==> src/rtl/rxc_pkg.sv <==
package rxc_pkg;

  localparam int ETH_HDR_LEN = 14;
  localparam int OFF_ETYPE   = 12;
  localparam int OFF_VERIHL  = 14;
  localparam int OFF_TOTLEN  = 16;
  localparam int OFF_FRAG    = 20;
  localparam int OFF_PROTO   = 23;
  localparam int OFF_ADDR_LO = 26;
  localparam int OFF_ADDR_HI = 33;
  localparam int L4_HDR_LEN  = 8;

  localparam logic [15:0] ETYPE_IPV4 = 16'h0800;
  localparam logic [7:0]  PROTO_ICMP = 8'd1;
  localparam logic [7:0]  PROTO_UDP  = 8'd17;
  localparam logic [7:0]  PROTO_LITE = 8'd136;

  typedef struct packed {
    logic [15:0] etype;
    logic [3:0]  ver;
    logic [3:0]  ihl;
    logic [15:0] tot_len;
    logic        mf;
    logic [12:0] frag_off;
    logic [7:0]  proto;
    logic [15:0] f_len;
    logic [15:0] f_csum;
    logic        l4_seen;
  } rxc_hdr_t;

  typedef struct packed {
    logic frag_pass;
    logic zero_pass;
    logic lite_en;
    logic icmp_chk;
  } rxc_cfg_t;

endpackage

==> src/rtl/rxc_hdr_parse.sv <==
module rxc_hdr_parse
  import rxc_pkg::*;
#(
  parameter int CNT_W = 16
) (
  input  logic             clk,
  input  logic             rst,
  input  logic             in_valid,
  input  logic [7:0]       in_data,
  input  logic             in_last,
  output logic             first_beat,
  output logic             hi_byte,
  output logic             addr_beat,
  output logic             l4_beat,
  output rxc_hdr_t         hdr
);

  localparam logic [CNT_W-1:0] IDX_MAX = '1;
  localparam logic [CNT_W-1:0] ETH_C   = CNT_W'(ETH_HDR_LEN);

  logic [CNT_W-1:0] idx_q;
  rxc_hdr_t         h_q, h_d;
  logic [CNT_W-1:0] hlen_bytes, l4_start, ip_rel, l4_rel, l4_len_ip, cov_lim;
  logic             in_l4_area, udpish;

  always_comb begin
    hlen_bytes = CNT_W'({h_q.ihl, 2'b00});
    l4_start   = ETH_C + hlen_bytes;
    ip_rel     = idx_q - ETH_C;
    l4_rel     = idx_q - l4_start;
    l4_len_ip  = CNT_W'(h_q.tot_len) - hlen_bytes;
    udpish     = (h_q.proto == PROTO_UDP) || (h_q.proto == PROTO_LITE);
    cov_lim    = ((h_q.proto == PROTO_LITE) && (h_q.f_len != 16'd0)) ?
                 CNT_W'(h_q.f_len) : l4_len_ip;
    in_l4_area = (idx_q >= l4_start) && (idx_q >= ETH_C) &&
                 (ip_rel < CNT_W'(h_q.tot_len));
  end

  assign first_beat = in_valid && (idx_q == '0);
  assign hi_byte    = ~idx_q[0];
  assign addr_beat  = in_valid && udpish &&
                      (idx_q >= CNT_W'(OFF_ADDR_LO)) && (idx_q <= CNT_W'(OFF_ADDR_HI));
  assign l4_beat    = in_valid && in_l4_area &&
                      ((l4_rel < CNT_W'(L4_HDR_LEN)) || (l4_rel < cov_lim));
  assign hdr        = h_q;

  always_comb begin
    h_d = h_q;
    if (in_valid) begin
      if (idx_q == '0) h_d = '0;
      if (idx_q == CNT_W'(OFF_ETYPE))      h_d.etype[15:8] = in_data;
      if (idx_q == CNT_W'(OFF_ETYPE + 1))  h_d.etype[7:0]  = in_data;
      if (idx_q == CNT_W'(OFF_VERIHL)) begin
        h_d.ver = in_data[7:4];
        h_d.ihl = in_data[3:0];
      end
      if (idx_q == CNT_W'(OFF_TOTLEN))     h_d.tot_len[15:8] = in_data;
      if (idx_q == CNT_W'(OFF_TOTLEN + 1)) h_d.tot_len[7:0]  = in_data;
      if (idx_q == CNT_W'(OFF_FRAG)) begin
        h_d.mf             = in_data[5];
        h_d.frag_off[12:8] = in_data[4:0];
      end
      if (idx_q == CNT_W'(OFF_FRAG + 1))   h_d.frag_off[7:0] = in_data;
      if (idx_q == CNT_W'(OFF_PROTO))      h_d.proto = in_data;
      if (in_l4_area) begin
        if (l4_rel == CNT_W'(4)) h_d.f_len[15:8]  = in_data;
        if (l4_rel == CNT_W'(5)) h_d.f_len[7:0]   = in_data;
        if (l4_rel == CNT_W'(6)) h_d.f_csum[15:8] = in_data;
        if (l4_rel == CNT_W'(7)) begin
          h_d.f_csum[7:0] = in_data;
          h_d.l4_seen     = 1'b1;
        end
      end
    end
  end

  always_ff @(posedge clk) begin
    if (rst) begin
      idx_q <= '0;
      h_q   <= '0;
    end else begin
      h_q <= h_d;
      if (in_valid) begin
        if (in_last)               idx_q <= '0;
        else if (idx_q != IDX_MAX) idx_q <= idx_q + 1'b1;
      end
    end
  end

  // the byte counter restarts after every final beat
  a_r1_idx_restart: assert property (@(posedge clk) disable iff (rst)
    (in_valid && in_last) |=> (idx_q == '0));

  // the header-complete flag never survives into a new frame's first byte
  a_r11_seen_cleared: assert property (@(posedge clk) disable iff (rst)
    (in_valid && (idx_q == '0)) |=> !h_q.l4_seen);

endmodule

==> src/rtl/rxc_sum_accum.sv <==
module rxc_sum_accum #(
  parameter int ACC_W = 32
) (
  input  logic             clk,
  input  logic             rst,
  input  logic [7:0]       in_data,
  input  logic             first_beat,
  input  logic             hi_byte,
  input  logic             add_en,
  output logic [ACC_W-1:0] acc
);

  logic [ACC_W-1:0] acc_q, term;

  assign term = hi_byte ? ACC_W'({in_data, 8'h00}) : ACC_W'(in_data);
  assign acc  = acc_q;

  always_ff @(posedge clk) begin
    if (rst)             acc_q <= '0;
    else if (first_beat) acc_q <= '0;
    else if (add_en)     acc_q <= acc_q + term;
  end

  // a beat outside every summed region leaves the sum untouched
  a_r10_hold_outside: assert property (@(posedge clk) disable iff (rst)
    (!first_beat && !add_en) |=> $stable(acc_q));

endmodule

==> src/rtl/rxc_verdict.sv <==
module rxc_verdict
  import rxc_pkg::*;
#(
  parameter int ACC_W = 32
) (
  input  logic             clk,
  input  logic             rst,
  input  logic             end_beat,
  input  rxc_cfg_t         cfg,
  input  rxc_hdr_t         hdr,
  input  logic [ACC_W-1:0] acc,
  output logic             verdict_valid,
  output logic             verdict_pass
);

  logic             end_q, valid_q, pass_q, pass_d;
  rxc_cfg_t         cfg_q;
  logic             is_ip, is_icmp, is_udp, is_lite, frag, sum_ok;
  logic [ACC_W-1:0] total;
  logic [16:0]      fold1;
  logic [15:0]      fold2;

  always_comb begin
    is_ip   = (hdr.etype == ETYPE_IPV4) && (hdr.ver == 4'd4) && (hdr.ihl >= 4'd5);
    is_icmp = hdr.proto == PROTO_ICMP;
    is_udp  = hdr.proto == PROTO_UDP;
    is_lite = hdr.proto == PROTO_LITE;
    frag    = hdr.mf || (hdr.frag_off != 13'd0);
    total   = acc;
    if (is_udp || is_lite) total = acc + ACC_W'(hdr.f_len) + ACC_W'(hdr.proto);
    fold1   = {1'b0, total[15:0]} + 17'(total >> 16);
    fold2   = fold1[15:0] + 16'(fold1[16]);
    sum_ok  = fold2 == 16'hFFFF;

    pass_d = 1'b1;
    if (is_ip && (is_icmp || is_udp || is_lite) && hdr.l4_seen) begin
      if (is_icmp)                         pass_d = !cfg_q.icmp_chk || frag || sum_ok;
      else if (is_lite && !cfg_q.lite_en)  pass_d = 1'b1;
      else if (frag && cfg_q.frag_pass)    pass_d = 1'b1;
      else if (is_udp && (hdr.f_csum == 16'd0)) pass_d = cfg_q.zero_pass;
      else                                 pass_d = sum_ok;
    end
  end

  always_ff @(posedge clk) begin
    if (rst) begin
      end_q   <= 1'b0;
      cfg_q   <= '0;
      valid_q <= 1'b0;
      pass_q  <= 1'b0;
    end else begin
      end_q   <= end_beat;
      if (end_beat) cfg_q <= cfg;
      valid_q <= end_q;
      if (end_q) pass_q <= pass_d;
    end
  end

  assign verdict_valid = valid_q;
  assign verdict_pass  = pass_q;

  // unrecognised frames are kept
  a_r2_other_pass: assert property (@(posedge clk) disable iff (rst)
    (end_q && !(is_ip && (is_icmp || is_udp || is_lite))) |=> verdict_pass);

  // fragmented ICMP frames are never dropped
  a_r4_icmp_frag: assert property (@(posedge clk) disable iff (rst)
    (end_q && is_ip && is_icmp && frag) |=> verdict_pass);

  // zero-checksum UDP follows the zero-pass setting captured at the final beat
  a_r6_zero_rule: assert property (@(posedge clk) disable iff (rst)
    (end_q && is_ip && is_udp && hdr.l4_seen && !frag && (hdr.f_csum == 16'd0))
    |=> (verdict_pass == $past(cfg_q.zero_pass)));

  // UDP-Lite with checking off is kept
  a_r8_lite_off: assert property (@(posedge clk) disable iff (rst)
    (end_q && is_ip && is_lite && !cfg_q.lite_en) |=> verdict_pass);

  // truncated transport headers are kept
  a_r11_trunc_pass: assert property (@(posedge clk) disable iff (rst)
    (end_q && !hdr.l4_seen) |=> verdict_pass);

endmodule

==> src/rtl/rx_csum_policy.sv <==
module rx_csum_policy
  import rxc_pkg::*;
#(
  parameter int CNT_W = 16,
  parameter int ACC_W = 32
) (
  input  logic       clk,
  input  logic       rst,
  input  logic       in_valid,
  input  logic [7:0] in_data,
  input  logic       in_last,
  input  logic       cfg_frag_pass,
  input  logic       cfg_zero_pass,
  input  logic       cfg_lite_en,
  input  logic       cfg_icmp_chk,
  output logic       verdict_valid,
  output logic       verdict_pass
);

  logic             first_beat, hi_byte, addr_beat, l4_beat;
  rxc_hdr_t         hdr;
  rxc_cfg_t         cfg;
  logic [ACC_W-1:0] acc;

  assign cfg = '{frag_pass: cfg_frag_pass, zero_pass: cfg_zero_pass,
                 lite_en: cfg_lite_en, icmp_chk: cfg_icmp_chk};

  rxc_hdr_parse #(.CNT_W(CNT_W)) u_parse (
    .clk(clk), .rst(rst), .in_valid(in_valid), .in_data(in_data), .in_last(in_last),
    .first_beat(first_beat), .hi_byte(hi_byte), .addr_beat(addr_beat),
    .l4_beat(l4_beat), .hdr(hdr)
  );

  rxc_sum_accum #(.ACC_W(ACC_W)) u_sum (
    .clk(clk), .rst(rst), .in_data(in_data), .first_beat(first_beat),
    .hi_byte(hi_byte), .add_en(addr_beat || l4_beat), .acc(acc)
  );

  rxc_verdict #(.ACC_W(ACC_W)) u_verdict (
    .clk(clk), .rst(rst), .end_beat(in_valid && in_last), .cfg(cfg),
    .hdr(hdr), .acc(acc), .verdict_valid(verdict_valid), .verdict_pass(verdict_pass)
  );

  // one strobe, two edges after the final beat
  a_r1_latency: assert property (@(posedge clk) disable iff (rst)
    (in_valid && in_last) |=> ##1 verdict_valid);

endmodule

==> config.mk <==
export PLATFORM = sky130hd
export DESIGN_NAME = rx_csum_policy
export DESIGN_NICKNAME = d
export VERILOG_FILES = /design/src/rtl/rxc_pkg.sv /design/src/rtl/rxc_hdr_parse.sv /design/src/rtl/rxc_sum_accum.sv /design/src/rtl/rxc_verdict.sv /design/src/rtl/rx_csum_policy.sv
export SDC_FILE = /design/constraint.sdc
export NUM_CORES = 1
export LEC_CHECK = 0
export ABC_AREA = 1
export BUFFER_PORTS_ARGS = -buffer_cell sky130_fd_sc_hd__buf_2
export CAP_MARGIN = 40
export CORE_AREA = 2 2 198 200
export DETAILED_ROUTE_END_ITERATION = 10
export DIE_AREA = 0 0 200 202
export PLACE_DENSITY = 0.5
export SYNTH_ARGS = -nofsm -noshare
export SYNTH_HDL_FRONTEND = slang
export SYNTH_HIERARCHICAL = 1
export SYNTH_SLANG_ARGS = --single-unit
==> constraint.sdc <==
create_clock -name clk -period 7.7 [get_ports clk]
set_input_delay 1.54 -clock clk [delete_from_list [all_inputs] [get_ports clk]]
set_output_delay 1.54 -clock clk [all_outputs]
set_load 0.01 [all_outputs]
==> run_results.csv, run 1 <==
group,metric,value,unit
outcome,run_status,"completed",
setup_path,crit_path_top_delay_cell,"fa_1",
sta,fmax,0.164,GHz
setup_path,worst_path_most_repeated_cell,"nand2_1",
worst_hold_path,hp-class,"reg2reg",
sta,drv_slew,0,
sta,setup_viol,0,
setup_path,critPathRequiredTime,8090,ps
global_route,grt_start_max_net_pins,58,
detailed_routing,wl,45600,um
setup_path,critPathLaunchType,"register",
synthesis,yosys.area.top_type_share,22.2,%
synthesis,synthesis.area,13500,um^2
flow_run,drv_cap,0,
setup_path,cp_max_fo,5,
sta,min_period,6120,ps
sta,post-route-period-util,79.4,%
synthesis,synth.area.top_cells,"dfxtp_1 (22%), nand2_1 (18%), ha_1 (9.8%), inv_1 (8.1%), a21oi_1 (6.5%)",
clock_tree,clk_pin_slew,70,ps
placement,dp_hpwl,35600,um
global_route,grt_overflow_total,0,
floorplanning,ios,18,
detailed_routing,drc,0,
synthesis,synth_cell_types,58,
finish,layout.nets,2334,
sta,finalSetupTns,0,ps
synthesis,synth_warnings,6,
sta,max-slew-margin-rel,48.1,%
finish,drive_above_1_share,7.91,%
synthesis,synth_fp_nets,2340,
detailed_routing,vias,13800,
setup_path,slowest_delay,540,ps
clock_tree,cts_resized,0,
floorplanning,design.die.area,40400,um^2
global_route,grt_pass1_wl,71000,um
power_and_ir_drop,irDropWorstVdd,0.161,mV
floorplanning,die_h,202,um
setup_path,worstPathArrival,6500,ps
finish,area_growth,9.21,%
detailed_routing,wl_per_cell,16.7,um
detailed_routing,drt-initial-drc-count,949,
synthesis,synth.most_common_cell,"nand2_1",
clock_tree,cts_sinks,150,
clock_tree,insertion_delay,450,ps
finish,diodes,0,
floorplanning,start_util,35.4,%
clock_tree,clockBufferDepth,2,
setup_path,worstSetupEndpointType,"register",
clock_tree,numCtsBuffers,17,
sta,hold_viol,0,
synthesis,synthFlopType,"dfxtp_1",
global_route,antenna_found_initial,1,
placement,globalplace.congestion,0.926,
floorplanning,rows,72,
synthesis,avgSynthCellArea,6.14,um^2
finish,nFillCells,4174,
synthesis,synth-edff-count,0,
global_route,grt_usage,22.8,%
synthesis,netlist.top_cell.by_area,"dfxtp_1",
detailed_routing,vias_per_cell,5.06,
detailed_routing,postRouteAntennaNets,0,
clock_tree,cts_tree,"built",
power_and_ir_drop,p_leak,7.01,nW
clock_tree,cts-root-buf,"clkbuf_16",
sta,hold_ws,463,ps
synthesis,syn_inst,2205,
synthesis,ys_seq_area_share,22.2,%
placement,io_buffer_count,17,
power_and_ir_drop,powerDensity,125,nW/um^2
sta,rsz0062_at_grt,"false",
floorplanning,die_w,200,um
sta,worst_pin_slew,778,ps
clock_tree,cts.hold.buffers_added,0,
global_route,grt_pass1_vias,12900,
detailed_routing,drt_pass1_iterations,6,
clock_tree,cts_setup_buffers,0,
synthesis,ys_ff_latch,150,
setup_path,path_class,"reg2reg",
synthesis,synth_commonest_cells,"nand2_1 (662), inv_1 (293), nor2_1 (206)",
clock_tree,h-tree-depth,4,
floorplanning,coreArea,38300,um^2
sta,fin_skew,11.6,ps
synthesis,synthArstFlopShare,0,%
-- final timing paths --
| check | start | endpoint | slack [ps] | cells past startpoint |
|---|---|---|---|---|
| min reg2reg | u_parse/hdr[90] | u_parse/hdr[90] | 460 | 2 |
| max reg2reg | u_parse/hdr[18] | u_verdict/verdict_pass | 1580 | 42 |
| max | u_parse/hdr[18] | u_verdict/verdict_pass | 1580 | 42 |
| min | u_parse/hdr[90] | u_parse/hdr[90] | 460 | 2 |
-- layer usage --
metal,vias to the layer above,wire length [um],GRT usage [%]
met5,-,0,0
met4,0,1130,6.96
met3,59,1910,3.24
met2,311,21800,38.9
met1,6334,20800,29.7
li1,7099,-,-
-- sequential cells by signal (all words and copies together), names as in the netlist --
signal	flops
u_sum/acc	32
u_parse/idx_q	16
u_verdict/cfg_q	4
u_verdict/verdict_pass	1
u_verdict/end_q	1
u_verdict/verdict_valid	1
u_parse/hdr	95
-- final cells by class --
cell class | instances | area, um^2 | share of cell area (%)
Timing Repair Buffer | 29 | 210 | 1.42
Clock inverter | 14 | 215 | 1.45
Tap cell | 518 | 648 | 4.38
Clock buffer | 18 | 429 | 2.90
Sequential cell | 150 | 3000 | 20.3
Multi-Input combinational cell | 1694 | 9140 | 61.7
Inverter | 307 | 1150 | 7.80
-- layout by cell type, fill, tap and decap left out, types with 30 or more instances in the layout --
master     n
a21oi_1  175
dfxtp_1  150
ha_1     106
inv_1    293
nand2_1  662
nand2_2   30
nand3_1  163
nand4_1   39
nor2_1   206
o21ai_0   65
xor2_1    35
-- through the flow --
step | area (um^2) | worst slack (ps) | instances | power, mW | utilization (%)
2_1_floorplan | 13500 | 2390 | 2205 | 0.887 | -
3_3_place_gp | 14100 | 1740 | 2693 | 0.936 | 36.8
3_5_place_dp | 14200 | 1640 | 2698 | 0.938 | 37.0
4_1_cts | 14800 | 1650 | 2730 | 1.87 | 38.6
5_1_grt | 14800 | 965 | 2730 | 1.92 | 38.6
6_report | 14800 | 1580 | 2730 | 1.84 | 38.6
-- power by group --
part           leakage (nW)  switching (mW)  internal [mW]
sequential             1.21         0.00484          0.780
clock                 0.309           0.396          0.527
combinational          5.49           0.105         0.0311
total                  7.01           0.505           1.34
-- worst max-delay path: cells and delay by family (launching register included) --
family | cells | cell delay (ps)
flops | 1 | 400
buf+inv | 4 | 230
simple gates | 24 | 2040
compound gates | 8 | 1440
fa+ha+maj | 6 | 1960
-- logic make-up (layout without fill, tap and decap cells) --
family / Yosys count / after routing / share of synthesized area (%)
AOI/OAI and AO/OA: 307 / 307 / 12.2
xor gates and xnor gates: 45 / 45 / 2.96
adders and majority gates: 119 / 119 / 11.7
buffers and inverters: 361 / 368 / 10.4
DFF: 150 / 150 / 22.2
muxes: 1 / 1 / 0.0739
and+or+nand+nor: 1222 / 1222 / 40.4
(Power assumes the default switching activity.)
==> run 2: changes to the inputs <==
clock period = 6.19 ns   (was 7.7 ns; I/O delays follow)
==> run 2 against run 1 <==
Compared with the run above: via count about the same; first-iteration DRC count up 2.6%; cell count up 0.29%.
==> run_results.csv, run 2 (synthesis gave the netlist of run 1 again) <==
group,metric,value,unit
floorplanning,coreArea,38300,um^2
clock_tree,numCtsBuffers,17,
detailed_routing,wl_per_cell,16.7,um
detailed_routing,vias_per_cell,5.04,
detailed_routing,drt-initial-drc-count,974,
finish,layout.nets,2344,
global_route,grt_start_max_net_pins,63,
clock_tree,cts-root-buf,"clkbuf_16",
setup_path,crit_path_top_delay_cell,"fa_1",
setup_path,path_class,"reg2reg",
finish,diodes,0,
sta,fmax,0.176,GHz
sta,finalSetupTns,0,ps
placement,dp_hpwl,36000,um
setup_path,reg2regPathDepth,41,
sta,setup_viol,0,
finish,final_cell_mix,"nand2_1 (661), inv_1 (293), nor2_1 (205)",
finish,area_growth,9.64,%
global_route,grt_pass1_wl,71600,um
detailed_routing,drc,0,
setup_path,slowest_delay,500,ps
detailed_routing,drt_pass1_iterations,6,
floorplanning,rows,72,
setup_path,worstSetupEndpointType,"register",
power_and_ir_drop,finalPower,2.14,mW
sta,worst_pin_slew,759,ps
setup_path,worstPathArrival,6080,ps
sta,hold_viol,0,
worst_hold_path,hp-class,"reg2reg",
floorplanning,start_util,35.4,%
sta,post-route-period-util,92.0,%
finish,nFillCells,4179,
global_route,grt_usage,23.0,%
setup_path,cp_max_fo,8,
placement,io_buffer_count,17,
setup_path,worst_path_most_repeated_cell,"nand2_1",
global_route,grt_pass1_vias,13000,
global_route,antenna_found_initial,0,
clock_tree,clockBufferDepth,2,
global_route,grt_overflow_total,0,
floorplanning,ios,18,
outcome,run_status,"completed",
sta,min_period,5700,ps
clock_tree,cts_tree,"built",
sta,drv_slew,0,
finish,drive_above_1_share,9.19,%
floorplanning,die_w,200,um
clock_tree,h-tree-depth,4,
detailed_routing,vias,13800,
worst_hold_path,hold_depth,2,
finish,final_common_cell,"nand2_1",
clock_tree,cts.hold.buffers_added,0,
power_and_ir_drop,irDropWorstVdd,0.178,mV
finish,largest_reg_flops,95,
setup_path,critPathLaunchType,"register",
setup_path,critPathRequiredTime,6570,ps
detailed_routing,postRouteAntennaNets,0,
sta,rsz0062_at_grt,"false",
power_and_ir_drop,p_leak,7.00,nW
sta,fin_skew,10.7,ps
flow_run,drv_cap,0,
sta,max-slew-margin-rel,49.1,%
placement,globalplace.congestion,0.903,
clock_tree,insertion_delay,450,ps
clock_tree,clk_pin_slew,60,ps
floorplanning,die_h,202,um
clock_tree,cts_sinks,150,
detailed_routing,wl,45800,um
power_and_ir_drop,powerDensity,144,nW/um^2
floorplanning,design.die.area,40400,um^2
[run 2: cell count changes in the layout (fill, tap and decap cells not counted), sizes merged]
| cell | delta |
|---|---|
| buf | +10 |
| bufinv | -3 |
| clkbuf | +1 |
| clkinv | -3 |
| clkinvlp | +3 |
[run 2: worst paths after layout]
| check | from | to | slack (ps) |
|---|---|---|---|
| worst max-delay path | u_parse/hdr[34] | u_verdict/verdict_pass | 490 |
| worst min-delay path | u_parse/hdr[55] | u_parse/hdr[55] | 460 |
| worst max register to register | u_parse/hdr[34] | u_verdict/verdict_pass | 490 |
| worst min register to register | u_parse/hdr[55] | u_parse/hdr[55] | 460 |
[run 2: per-layer routing]
metal	vias to the layer above	track usage, %	wire [um]
met5	-	0	0
met4	0	4.71	555
met3	29	3.52	1810
met2	285	40.4	22500
met1	6365	29.7	20900
li1	7119	-	-
[run 2: what timing repair did]
action	CTS	global route
resized for setup	0	26
buffers inserted	0	1
setup endpoints to repair	0	1
[run 2: final cells by class]
cell class	instances	area (um^2)	share of cell area, %
flip-flops and latches	150	3010	20.3
multi-input cells	1694	9210	62.0
clock inverters	11	93.8	0.632
inverters	307	1150	7.77
repair buffers	39	288	1.94
well taps	518	648	4.36
clock buffers	19	453	3.05
[run 2: worst max-delay path, delay by kind of cell (launching register included)]
kind / cells / cell delay, ps
AO/OA/AOI/OAI: 5 / 670
XOR/XNOR: 1 / 150
adder cells (fa/ha/maj): 6 / 1980
buffers and inverters: 4 / 320
flip-flops: 1 / 370
AND/OR/NAND/NOR: 25 / 2110
[run 2: per-stage QoR]
stage          cells  hold slack, ps  utilization (%)  area (um^2)  setup WS [ps]
6_report        2738             460             38.8        14900            495
3_5_place_dp    2707             452             37.1        14200            187
2_1_floorplan   2205             421                -        13500            885
3_3_place_gp    2701             445             36.9        14100            299
5_1_grt         2738             477             38.8        14900           22.7
4_1_cts         2737             462             38.6        14800            180
[run 2: power breakdown]
group / switching (mW) / internal (mW)
Sequential: 0.00595 / 0.971
Clock: 0.454 / 0.537
Combinational: 0.131 / 0.0402
==> run 3: changes to the inputs <==
CORE_AREA = 10 10 206 208   (was 2 2 198 200)
DIE_AREA = 0 0 216 218   (was 0 0 200 202)
==> run 3 against run 2 <==
Compared with the run above: utilization is 0.11 points higher; non-clock buffer count up 5; cell count increased by 0.26%; via count rose by 0.81%; clock skew grew 4.9 ps; setup slack improved by 96 ps; sequential power about the same; maximum frequency up 1.7%; clock power barely moved; design area is 0.29% higher.
==> run_results.csv, run 3 (synthesis gave the netlist of run 1 again) <==
group,metric,value,unit
placement,postPlaceCellArea,14200,um^2
detailed_routing,vias,13900,
finish,final_common_cell,"nand2_1",
placement,io_buffer_count,17,
detailed_routing,drc,0,
clock_tree,h-tree-depth,4,
sta,min_period,5600,ps
clock_tree,cts_sinks,150,
clock_tree,numCtsBuffers,17,
finish,diodes,0,
setup_path,crit_path_top_delay_cell,"fa_1",
finish,layout.nets,2349,
setup_path,critPathLaunchType,"register",
sta,post-route-period-util,90.5,%
setup_path,worstPathArrival,5980,ps
power_and_ir_drop,finalPower,2.15,mW
setup_path,critPathBufInv,2,
finish,postLayoutCellArea,14900,um^2
floorplanning,coreArea,38300,um^2
finish,nFillCells,4262,
finish,area_growth,9.96,%
setup_path,path_delay_family,"simple AND/OR/NAND/NOR gates",
floorplanning,design.die.area,47100,um^2
sta,hold_viol,0,
detailed_routing,drt_pass1_iterations,5,
global_route,grt_pass1_wl,73100,um
global_route,grt_overflow_total,0,
sta,fin_skew,15.6,ps
clock_tree,clk_pin_slew,70,ps
detailed_routing,wl_per_cell,17.0,um
sta,fmax,0.179,GHz
floorplanning,start_util,35.4,%
floorplanning,rows,72,
detailed_routing,postRouteAntennaNets,0,
floorplanning,die_h,218,um
power_and_ir_drop,irDropWorstVdd,0.177,mV
finish,drive_above_1_share,9.61,%
global_route,grt_usage,19.6,%
setup_path,critPathRequiredTime,6570,ps
floorplanning,ios,18,
sta,finalSetupTns,0,ps
global_route,grt_start_max_net_pins,61,
worst_hold_path,hp-class,"reg2reg",
setup_path,worstSetupEndpointType,"register",
finish,final_cell_mix,"nand2_1 (661), inv_1 (293), nor2_1 (202)",
global_route,grt_pass1_vias,13100,
finish,multiInputGateArea,9240,um^2
detailed_routing,wl,46600,um
placement,dp_hpwl,36800,um
outcome,run_status,"completed",
flow_run,drv_cap,0,
power_and_ir_drop,powerDensity,145,nW/um^2
sta,setup_viol,0,
clock_tree,clockBufferDepth,2,
clock_tree,cts_tree,"built",
setup_path,slowest_delay,450,ps
power_and_ir_drop,p_leak,7.03,nW
global_route,antenna_found_initial,0,
sta,max-slew-margin-rel,47.0,%
detailed_routing,vias_per_cell,5.07,
setup_path,worst_path_most_repeated_cell,"nand2_1",
sta,worst_pin_slew,790,ps
sta,setup_ws,591,ps
finish,largest_reg_flops,95,
setup_path,cp_max_fo,6,
finish,seq_area,3010,um^2
placement,dpl_worst_slack,211,ps
clock_tree,cts-root-buf,"clkbuf_16",
placement,globalplace.congestion,0.937,
sta,drv_slew,0,
setup_path,path_class,"reg2reg",
floorplanning,die_w,216,um
clock_tree,cts.hold.buffers_added,0,
clock_tree,insertion_delay,460,ps
detailed_routing,drt-initial-drc-count,941,
-- run 3: layout make-up --
type	instances	area share, %
clock buffers	19	2.97
clock inverters	13	0.739
inverters	307	7.75
multi-input cells	1694	62.0
flip-flops and latches	150	20.2
well taps	518	4.35
repair buffers	44	2.01
-- run 3: where the power goes --
part / leakage (nW) / internal (mW) / switching [mW]
logic: 5.54 / 0.0383 / 0.131
registers: 1.21 / 0.971 / 0.00602
clock network: 0.279 / 0.537 / 0.472
-- run 3: worst paths after layout --
check	start	end	slack [ps]	cells past startpoint
max reg2reg	u_sum/acc[3]	u_verdict/verdict_pass	590	38
max	u_sum/acc[3]	u_verdict/verdict_pass	590	38
min reg2reg	u_parse/hdr[76]	u_parse/hdr[76]	460	2
min	u_parse/hdr[76]	u_parse/hdr[76]	460	2
-- run 3: worst reg2reg max path, delay by kind of cell, from the launching register on --
kind | cells | cell delay, ps
and+or+nand+nor | 22 | 2060
adders and majority gates | 5 | 1600
AOI/OAI and AO/OA | 8 | 1150
DFF | 1 | 390
xor gates and xnor gates | 1 | 160
buffers and inverters | 2 | 140
-- run 3: metal layers --
metal	GRT usage [%]	wire, um	vias to the layer above
li1	-	-	7135
met1	24.5	21200	6415
met2	33.4	22100	287
met3	3.07	1850	73
met4	6.94	1420	0
met5	0	0	-
-- run 3: through the flow --
step                hold WS (ps)  cells  utilization, %
floorplan                    421   2205               -
global placement             446   2704            37.0
detailed placement           449   2711            37.2
CTS                          463   2743            38.6
global route                 480   2745            38.9
finish                       462   2745            38.9
-- run 3: timing repair --
item / CTS / global route
endpoints found under the hold margin: 0 / 0
setup endpoints to repair: 0 / 1
gates resized for setup: 0 / 30
setup buffers: 0 / 2
